## config.mk

```make
export PLATFORM = sky130hd
export DESIGN_NAME = operand_ea_unit
export DESIGN_NICKNAME = d
export VERILOG_FILES = /design/src/rtl/eag_pkg.sv /design/src/rtl/eag_mode_decode.sv /design/src/rtl/eag_addr_calc.sv /design/src/rtl/operand_ea_unit.sv
export SDC_FILE = /design/constraint.sdc
export NUM_CORES = 1
export LEC_CHECK = 0
export ABC_CLOCK_PERIOD_IN_PS = 4550
export BUFFER_PORTS_ARGS = -buffer_cell sky130_fd_sc_hd__buf_2
export CORE_ASPECT_RATIO = 1.2
export CORE_MARGIN = 2
export CORE_UTILIZATION = 53
export DETAILED_ROUTE_END_ITERATION = 8
export PLACE_DENSITY = 0.77
export SYNTH_ARGS = -nofsm -noshare
export SYNTH_HDL_FRONTEND = slang
export SYNTH_SLANG_ARGS = --single-unit
```

## constraint.sdc

```tcl
create_clock -name clk -period 4.55 [get_ports clk]
set_input_delay 0.91 -clock clk [delete_from_list [all_inputs] [get_ports clk]]
set_output_delay 0.91 -clock clk [all_outputs]
set_load 0.02 [all_outputs]
```

## src/rtl/eag_pkg.sv

```systemverilog
package eag_pkg;
  localparam int unsigned OP_W = 8;

  typedef enum logic [3:0] {
    AM_NONE,
    AM_IMM,
    AM_ZP,
    AM_ABS,
    AM_ZP_IDX,
    AM_ABS_IDX,
    AM_IND_X,
    AM_IND_Y,
    AM_JMP_IND,
    AM_REL
  } am_kind_e;

  typedef enum logic [1:0] {
    ST_IDLE,
    ST_EVAL,
    ST_RDHI,
    ST_FIN
  } walk_st_e;
endpackage

```

## src/rtl/eag_mode_decode.sv

```systemverilog
module eag_mode_decode
  import eag_pkg::*;
(
  input  logic [OP_W-1:0] opcode,
  output am_kind_e        kind,
  output logic            use_y
);
  logic [1:0] grp;
  logic [2:0] mode;

  always_comb begin
    grp   = opcode[1:0];
    mode  = opcode[4:2];
    kind  = AM_NONE;
    use_y = 1'b0;
    if (opcode == 8'h6C) begin
      kind = AM_JMP_IND;
    end else if (grp == 2'd1) begin
      case (mode)
        3'd0: kind = AM_IND_X;
        3'd1: kind = AM_ZP;
        3'd2: kind = AM_IMM;
        3'd3: kind = AM_ABS;
        3'd4: kind = AM_IND_Y;
        3'd5: kind = AM_ZP_IDX;
        3'd6: begin kind = AM_ABS_IDX; use_y = 1'b1; end
        default: kind = AM_ABS_IDX;
      endcase
    end else if (grp != 2'd3) begin
      case (mode)
        3'd0: kind = (grp == 2'd2 || opcode[7]) ? AM_IMM : AM_NONE;
        3'd1: kind = AM_ZP;
        3'd3: kind = AM_ABS;
        3'd4: kind = (grp == 2'd0 && opcode[4:0] == 5'b10000) ? AM_REL : AM_NONE;
        3'd5: begin
          kind  = AM_ZP_IDX;
          use_y = (opcode == 8'h96) || (opcode == 8'hB6);
        end
        3'd7: begin
          kind  = AM_ABS_IDX;
          use_y = (opcode == 8'hBE);
        end
        default: kind = AM_NONE;
      endcase
    end
  end
endmodule

```

## src/rtl/eag_addr_calc.sv

```systemverilog
module eag_addr_calc
  import eag_pkg::*;
#(
  parameter int unsigned DATA_W = 8
) (
  input  am_kind_e                kind,
  input  logic                    use_y,
  input  logic [DATA_W-1:0]       op_lo,
  input  logic [DATA_W-1:0]       op_hi,
  input  logic [DATA_W-1:0]       idx_x,
  input  logic [DATA_W-1:0]       idx_y,
  input  logic [2*DATA_W-1:0]     pc,
  input  logic                    page_bug,
  input  logic [DATA_W-1:0]       rd_lo,
  input  logic [DATA_W-1:0]       rd_hi,
  output logic [2*DATA_W-1:0]     direct_ea,
  output logic [2*DATA_W-1:0]     ptr_first,
  output logic [2*DATA_W-1:0]     ptr_second,
  output logic [2*DATA_W-1:0]     indirect_ea
);
  localparam int unsigned ADDR_W = 2 * DATA_W;
  localparam logic [DATA_W-1:0] ZERO_B = '0;

  logic [DATA_W-1:0] idx;
  logic [DATA_W-1:0] zp_sum;
  logic [DATA_W-1:0] zp_ptr;
  logic [DATA_W-1:0] zp_ptr_nx;
  logic [ADDR_W-1:0] abs_base;
  logic [ADDR_W-1:0] abs_next;
  logic [ADDR_W-1:0] rel_off;

  always_comb begin
    idx       = use_y ? idx_y : idx_x;
    abs_base  = {op_hi, op_lo};
    abs_next  = abs_base + 1'b1;
    zp_sum    = op_lo + idx;
    zp_ptr    = (kind == AM_IND_X) ? (op_lo + idx_x) : op_lo;
    zp_ptr_nx = zp_ptr + 1'b1;
    rel_off   = {{DATA_W{op_lo[DATA_W-1]}}, op_lo};

    case (kind)
      AM_ZP:      direct_ea = {ZERO_B, op_lo};
      AM_ABS:     direct_ea = abs_base;
      AM_ZP_IDX:  direct_ea = {ZERO_B, zp_sum};
      AM_ABS_IDX: direct_ea = abs_base + {ZERO_B, idx};
      AM_REL:     direct_ea = pc + rel_off;
      default:    direct_ea = '0;
    endcase

    if (kind == AM_JMP_IND) begin
      ptr_first  = abs_base;
      ptr_second = (page_bug && (&op_lo)) ? {op_hi, ZERO_B} : abs_next;
    end else begin
      ptr_first  = {ZERO_B, zp_ptr};
      ptr_second = {ZERO_B, zp_ptr_nx};
    end

    indirect_ea = {rd_hi, rd_lo} + ((kind == AM_IND_Y) ? {ZERO_B, idx_y} : {ADDR_W{1'b0}});
  end
endmodule

```

## src/rtl/operand_ea_unit.sv

```systemverilog
module operand_ea_unit
  import eag_pkg::*;
#(
  parameter int unsigned DATA_W = 8
) (
  input  logic                  clk,
  input  logic                  rst_n,
  input  logic                  start,
  input  logic [OP_W-1:0]       opcode,
  input  logic [DATA_W-1:0]     oper_lo,
  input  logic [DATA_W-1:0]     oper_hi,
  input  logic [DATA_W-1:0]     reg_x,
  input  logic [DATA_W-1:0]     reg_y,
  input  logic [2*DATA_W-1:0]   pc_in,
  input  logic                  jmp_page_bug,
  output logic                  mem_rd,
  output logic [2*DATA_W-1:0]   mem_addr,
  input  logic [DATA_W-1:0]     mem_rdata,
  output logic                  ea_valid,
  output logic [2*DATA_W-1:0]   ea,
  output logic                  ea_is_imm
);
  localparam int unsigned ADDR_W = 2 * DATA_W;

  // reset: asserted asynchronously, released on the clock
  logic [1:0] rsync_q;
  logic       rst_i_n;
  always_ff @(posedge clk or negedge rst_n) begin
    if (!rst_n) rsync_q <= 2'b00;
    else        rsync_q <= {rsync_q[0], 1'b1};
  end
  assign rst_i_n = rsync_q[1];

  walk_st_e          st_q, st_d;
  logic [OP_W-1:0]   op_q;
  logic [DATA_W-1:0] lo_q, hi_q, x_q, y_q, ptrlo_q;
  logic [ADDR_W-1:0] pc_q, ea_q, ea_d;
  logic              bug_q, vld_q, vld_d, imm_q, imm_d;
  logic              take, is_ind, cap_lo;

  am_kind_e          kind;
  logic              use_y;
  logic [ADDR_W-1:0] direct_ea, ptr_first, ptr_second, indirect_ea;

  eag_mode_decode u_dec (
    .opcode (op_q),
    .kind   (kind),
    .use_y  (use_y)
  );

  eag_addr_calc #(.DATA_W(DATA_W)) u_calc (
    .kind        (kind),
    .use_y       (use_y),
    .op_lo       (lo_q),
    .op_hi       (hi_q),
    .idx_x       (x_q),
    .idx_y       (y_q),
    .pc          (pc_q),
    .page_bug    (bug_q),
    .rd_lo       (ptrlo_q),
    .rd_hi       (mem_rdata),
    .direct_ea   (direct_ea),
    .ptr_first   (ptr_first),
    .ptr_second  (ptr_second),
    .indirect_ea (indirect_ea)
  );

  // next-state and output logic
  always_comb begin
    is_ind = (kind == AM_IND_X) || (kind == AM_IND_Y) || (kind == AM_JMP_IND);
    take   = start && (st_q == ST_IDLE);
    cap_lo = (st_q == ST_RDHI);
    st_d   = st_q;
    case (st_q)
      ST_IDLE: if (start) st_d = ST_EVAL;
      ST_EVAL: st_d = is_ind ? ST_RDHI : ST_IDLE;
      ST_RDHI: st_d = ST_FIN;
      default: st_d = ST_IDLE;
    endcase
    mem_rd   = ((st_q == ST_EVAL) && is_ind) || (st_q == ST_RDHI);
    mem_addr = !mem_rd ? '0 : ((st_q == ST_RDHI) ? ptr_second : ptr_first);
    vld_d    = ((st_q == ST_EVAL) && !is_ind) || (st_q == ST_FIN);
    ea_d     = (st_q == ST_FIN) ? indirect_ea : direct_ea;
    imm_d    = (st_q == ST_EVAL) && (kind == AM_IMM);
  end

  // registers
  always_ff @(posedge clk or negedge rst_i_n) begin
    if (!rst_i_n) begin
      st_q    <= ST_IDLE;
      op_q    <= '0;
      lo_q    <= '0;
      hi_q    <= '0;
      x_q     <= '0;
      y_q     <= '0;
      pc_q    <= '0;
      bug_q   <= 1'b0;
      ptrlo_q <= '0;
      vld_q   <= 1'b0;
      ea_q    <= '0;
      imm_q   <= 1'b0;
    end else begin
      st_q  <= st_d;
      vld_q <= vld_d;
      if (take) begin
        op_q  <= opcode;
        lo_q  <= oper_lo;
        hi_q  <= oper_hi;
        x_q   <= reg_x;
        y_q   <= reg_y;
        pc_q  <= pc_in;
        bug_q <= jmp_page_bug;
      end
      if (cap_lo) ptrlo_q <= mem_rdata;
      if (vld_d) begin
        ea_q  <= ea_d;
        imm_q <= imm_d;
      end
    end
  end

  assign ea_valid  = vld_q;
  assign ea        = ea_q;
  assign ea_is_imm = imm_q;


  vld_pulse_chk: assert property (@(posedge clk) disable iff (!rst_i_n)
    ea_valid |=> !ea_valid);

  imm_zero_ea_chk: assert property (@(posedge clk) disable iff (!rst_i_n)
    (ea_valid && ea_is_imm) |-> (ea == '0));

  rd_pair_chk: assert property (@(posedge clk) disable iff (!rst_i_n)
    (mem_rd && st_q == ST_EVAL) |=> mem_rd);

  zp_page_chk: assert property (@(posedge clk) disable iff (!rst_i_n)
    (mem_rd && (kind == AM_IND_X || kind == AM_IND_Y)) |-> (mem_addr[ADDR_W-1:DATA_W] == '0));

  zp_next_chk: assert property (@(posedge clk) disable iff (!rst_i_n)
    (st_q == ST_RDHI && kind != AM_JMP_IND) |->
      (mem_addr[DATA_W-1:0] == $past(mem_addr[DATA_W-1:0]) + 1'b1));

  jind_page_chk: assert property (@(posedge clk) disable iff (!rst_i_n)
    (st_q == ST_RDHI && kind == AM_JMP_IND && bug_q) |->
      (mem_addr[ADDR_W-1:DATA_W] == $past(mem_addr[ADDR_W-1:DATA_W])));

  hold_op_chk: assert property (@(posedge clk) disable iff (!rst_i_n)
    (st_q != ST_IDLE) |=> $stable(op_q));
endmodule

```

==> flow_summary.html <==
<table>
<tr><th>Metric</th><th>Value</th></tr>
<tr><th colspan="2">Critical path</th></tr>
<tr><td>Data arrival time of the critical path</td><td>3300 ps</td></tr>
<tr><td>Critical Path End Type</td><td>output pin</td></tr>
<tr><td>Worst setup SP type</td><td>register</td></tr>
<tr><td>Kind of critical path</td><td>reg -&gt; out</td></tr>
<tr><td>Data required time at the worst endpoint</td><td>roughly 3600 ps</td></tr>
<tr><td>Worst-path maximum fanout</td><td>15</td></tr>
<tr><th colspan="2">Die</th></tr>
<tr><td>Die area</td><td>13300 um^2</td></tr>
<tr><td>Die span in x</td><td>106 um</td></tr>
<tr><td>Number of rows in the core area</td><td>44</td></tr>
<tr><td>Top-level I/O count</td><td>103</td></tr>
<tr><td>Core area</td><td>12100 um^2</td></tr>
<tr><td>Initial cell density of the core</td><td>0.542</td></tr>
<tr><td>Vertical die dimension</td><td>between 100 and 150 um</td></tr>
<tr><th colspan="2">STA</th></tr>
<tr><td>Final Critical Period</td><td>around 4200 ps</td></tr>
<tr><td>Ratio of final minimum period to clock period</td><td>0.926</td></tr>
<tr><td>Slack of the critical path</td><td>339 ps</td></tr>
<tr><td>Unrepaired setup endpoints after global routing</td><td>false</td></tr>
<tr><td>Largest clock skew in the final design</td><td>8.77 ps</td></tr>
<tr><td>Relative max-transition margin</td><td>0.416</td></tr>
<tr><td>Setup-failing EPs final</td><td>0</td></tr>
<tr><td>Maximum clock frequency</td><td>between 200 and 250 MHz</td></tr>
<tr><td>Least-Margin Pin Slew</td><td>871 ps</td></tr>
<tr><td>Final total negative setup slack</td><td>0 ps</td></tr>
<tr><td>Number of max-slew violations in the final report</td><td>0</td></tr>
<tr><td>Final Hold Vio Count</td><td>0</td></tr>
<tr><th colspan="2">Synthesis</th></tr>
<tr><td>Area fraction of the dominant cell type after synthesis</td><td>0.332</td></tr>
<tr><td>Top cell type by total area after synthesis</td><td>sky130_fd_sc_hd__dfrtp_1</td></tr>
<tr><td>Sequential-to-total area share from yosys stat</td><td>0.332</td></tr>
<tr><td>Mean Syn Cell Area</td><td>a little over 9 um^2</td></tr>
<tr><td>Synth warn</td><td>0</td></tr>
<tr><td>Post-synth net total</td><td>828</td></tr>
<tr><td>Synth async-reset ratio</td><td>1.00</td></tr>
<tr><td>Syn Inst Count</td><td>714</td></tr>
<tr><td>Synth area leaders</td><td>sky130_fd_sc_hd__dfrtp_1 33%, sky130_fd_sc_hd__mux2_2 10%, sky130_fd_sc_hd__ha_1 8.0%</td></tr>
<tr><td>Number of unique standard cell types used by synthesis</td><td>70</td></tr>
<tr><td>Flop and latch count out of synthesis</td><td>87</td></tr>
<tr><td>Commonest cells in the netlist</td><td>87 x sky130_fd_sc_hd__dfrtp_1, 78 x sky130_fd_sc_hd__nand2_1, 60 x sky130_fd_sc_hd__mux2_2, 43 x sky130_fd_sc_hd__nor2_1, 43 x sky130_fd_sc_hd__o21ai_0</td></tr>
<tr><td>Post-synth top flop</td><td>sky130_fd_sc_hd__dfrtp_1</td></tr>
<tr><td>Most used standard cell by instance count after synthesis</td><td>sky130_fd_sc_hd__dfrtp_1</td></tr>
<tr><td>Cell area after synthesis</td><td>roughly 6600 um^2</td></tr>
<tr><td>Number of flops mapped to enable cells by yosys</td><td>0</td></tr>
<tr><th colspan="2">Clock network</th></tr>
<tr><td>Post-CTS clock slew at the launch and capture registers of the worst setup and hold paths</td><td>60 ps</td></tr>
<tr><td>Maximum clock insertion buffer count</td><td>2</td></tr>
<tr><td>Later-pin clock latency in the skew report</td><td>350 ps</td></tr>
<tr><td>Cts bufs inserted</td><td>9</td></tr>
<tr><td>CTS tree</td><td>built</td></tr>
<tr><td>Post-CTS setup buffers</td><td>0</td></tr>
<tr><td># hold bufs at CTS</td><td>0</td></tr>
<tr><td>CTS Root Cell</td><td>sky130_fd_sc_hd__clkbuf_16</td></tr>
<tr><td>Clock Sink Count</td><td>between 80 and 90</td></tr>
<tr><td>H-tree depth</td><td>3</td></tr>
<tr><th colspan="2">Route</th></tr>
<tr><td>Routed via count</td><td>about 5900</td></tr>
<tr><td>Vias per cell</td><td>6.13</td></tr>
<tr><td>Post-route DRC violation count</td><td>0</td></tr>
<tr><td>Total detailed-routing wirelength</td><td>17900 um</td></tr>
<tr><td>Post-route antenna net violation count</td><td>0</td></tr>
<tr><td>Drt wl/cell</td><td>18.5 um</td></tr>
<tr><td>DRT iter0 DRCs</td><td>~460</td></tr>
<tr><td>Detailed Routing Iterations Pass 1</td><td>5</td></tr>
<tr><th colspan="2">Final layout</th></tr>
<tr><td>Reg area</td><td>2180 um^2</td></tr>
<tr><td>Total area of multi-input combinational cells</td><td>4210 um^2</td></tr>
<tr><td>Fraction of final layout cells sized beyond drive strength 1</td><td>0.245</td></tr>
<tr><td>Filler Cells Inserted</td><td>1048</td></tr>
<tr><td>Antenna Cells</td><td>0</td></tr>
<tr><td>Share of the core filled with cells in the final layout</td><td>0.620</td></tr>
<tr><td>Number of nets at the end of the flow</td><td>918</td></tr>
<tr><td>Post-synthesis to final-layout area growth</td><td>14.4%</td></tr>
<tr><td>Post-route insts no fill</td><td>~970</td></tr>
<tr><th colspan="2">Placement</th></tr>
<tr><td>Worst slack, placed</td><td>560 ps</td></tr>
<tr><td>Number of placed instances, taps included</td><td>954</td></tr>
<tr><td>Port Buffers</td><td>102</td></tr>
<tr><td>Gp weighted congestion</td><td>1.01</td></tr>
<tr><td>HPWL after DPL</td><td>roughly 14000 um</td></tr>
<tr><th colspan="2">Power and ir drop</th></tr>
<tr><td>Power Total</td><td>6.09 mW</td></tr>
<tr><td>Power density over cell area</td><td>812 nW/um^2</td></tr>
<tr><td>Peak supply drop</td><td>0.000380 V</td></tr>
<tr><td>Pleak</td><td>3.40 nW</td></tr>
<tr><th colspan="2">Job</th></tr>
<tr><td>Max-cap violations</td><td>0</td></tr>
<tr><th colspan="2">Global routing</th></tr>
<tr><td>Maximum number of pins on one net before global-route repair</td><td>between 50 and 60</td></tr>
<tr><td>GR Overflow Total</td><td>0</td></tr>
<tr><td>Wire length of the first global-routing pass</td><td>29100 um</td></tr>
<tr><td>GR Util All Layers</td><td>0.275</td></tr>
<tr><td>Number of global-route vias before repair</td><td>approximately 5700</td></tr>
<tr><td>Number of antenna violations at the first check in global routing</td><td>0</td></tr>
<tr><th colspan="2">Run status</th></tr>
<tr><td>Outcome</td><td>complete, no violations</td></tr>
<tr><th colspan="2">Worst hold path</th></tr>
<tr><td>Worst min path class</td><td>reg -&gt; async</td></tr>
</table>
==> timing repair <==
| item | in CTS | in global routing |
|---|---|---|
| endpoints found under the setup margin | 0 | 1 |
| hold endpoints to repair | 0 | 0 |
| resized for setup | 0 | 1 |
==> placed cells by master, fill, tap and decap left out, types with 7 or more instances in the layout <==
| master | n |
|---|---|
| sky130_fd_sc_hd__nor3_1 | 11 |
| sky130_fd_sc_hd__a211oi_1 | 7 |
| sky130_fd_sc_hd__inv_1 | 16 |
| sky130_fd_sc_hd__and2_1 | 12 |
| sky130_fd_sc_hd__a31oi_1 | 9 |
| sky130_fd_sc_hd__nand3_1 | 19 |
| sky130_fd_sc_hd__clkbuf_16 | 9 |
| sky130_fd_sc_hd__a21o_1 | 17 |
| sky130_fd_sc_hd__nor2_1 | 43 |
| sky130_fd_sc_hd__xor2_1 | 25 |
| sky130_fd_sc_hd__nand2_1 | 78 |
| sky130_fd_sc_hd__a21oi_1 | 38 |
| sky130_fd_sc_hd__buf_4 | 8 |
| sky130_fd_sc_hd__dfrtp_1 | 86 |
| sky130_fd_sc_hd__buf_2 | 102 |
| sky130_fd_sc_hd__mux2_2 | 60 |
| sky130_fd_sc_hd__o21a_1 | 12 |
| sky130_fd_sc_hd__o21ai_0 | 43 |
| sky130_fd_sc_hd__a22oi_1 | 9 |
| sky130_fd_sc_hd__xnor2_1 | 28 |
| sky130_fd_sc_hd__ha_1 | 42 |
| sky130_fd_sc_hd__nand2b_1 | 11 |
| sky130_fd_sc_hd__and3_1 | 8 |
| sky130_fd_sc_hd__nor2b_1 | 7 |
==> metrics by stage <==
step                      hold WS, ps  instance area [um^2]
after floorplan                   331                  6560
after global placement            287                  7220
after detailed placement          297                  7220
after CTS                         304                  7500
after global routing              328                  7510
final                             283                  7510
==> flip-flops by register name, summed over array words and instances (netlist names), 8 cells and up <==
register  count
hi_q          8
lo_q          8
x_q           8
ea           16
pc_q         16
ptrlo_q       8
y_q           8
op_q          8
==> cells by family (layout without fill, tap and decap cells) <==
family | after synthesis | in the layout | share of synthesized area
simple gates | 227 | 227 | 0.174
buf+inv | 47 | 141 | 0.0279
flops | 87 | 87 | 0.332
other cells | 1 | 1 | 0.000572
fa+ha+maj | 46 | 46 | 0.0923
xor+xnor | 53 | 53 | 0.0708
mux | 65 | 65 | 0.111
compound gates | 188 | 188 | 0.192
==> worst paths after layout <==
path / slack [ps] / depth (start not counted) / to / from
setup / recovery: 340 / 13 / mem_addr[4] / op_q[3]
hold / removal: 280 / 0 / lo_q[5] / rsync_q[1]
setup reg to reg: 490 / 15 / ea[10] / op_q[0]
hold reg to reg: 280 / 0 / lo_q[5] / rsync_q[1]
max in group asynchronous: 3240 / 1 / ea[10] / rsync_q[1]
min in group clk: 350 / 0 / rsync_q[1] / rsync_q[0]
==> area by class of cell <==
type,count,share of cell area
Clock buffer,11,0.0337
Clock inverter,4,0.00417
Inverter,16,0.00800
Multi-Input combinational cell,580,0.561
Sequential cell,87,0.291
Tap cell,161,0.0268
Timing Repair Buffer,110,0.0760
==> per-layer routing <==
layer | vias to the layer above | global-route usage | part of all wire
li1 | 2789 | - | -
met5 | - | 0 | 0
met4 | 0 | 0.108 | 0.031
met2 | 227 | 0.459 | 0.49
met3 | 34 | 0.0311 | 0.059
met1 | 2888 | 0.366 | 0.42
==> critical path, cell delays in order, from the launching register on <==
cell                      delay (ps)
sky130_fd_sc_hd__dfrtp_1         370
sky130_fd_sc_hd__buf_4           180
sky130_fd_sc_hd__or4b_1          690
sky130_fd_sc_hd__nor2_8          220
sky130_fd_sc_hd__nand2_1          70
sky130_fd_sc_hd__o21ai_0         110
sky130_fd_sc_hd__ha_1            190
sky130_fd_sc_hd__nand2_1          70
sky130_fd_sc_hd__nor3_2          240
sky130_fd_sc_hd__nand2_1         110
sky130_fd_sc_hd__xnor2_1         140
sky130_fd_sc_hd__nor2_1           60
sky130_fd_sc_hd__o32ai_1         290
sky130_fd_sc_hd__buf_2           220
==> power by group <==
group          leakage (nW)  switching [mW]  internal (mW)
sequential             1.05           0.531           1.13
clock                 0.130           0.318          0.398
combinational          2.22            2.06           1.66
No activity file was read; power rests on OpenSTA's default activity.
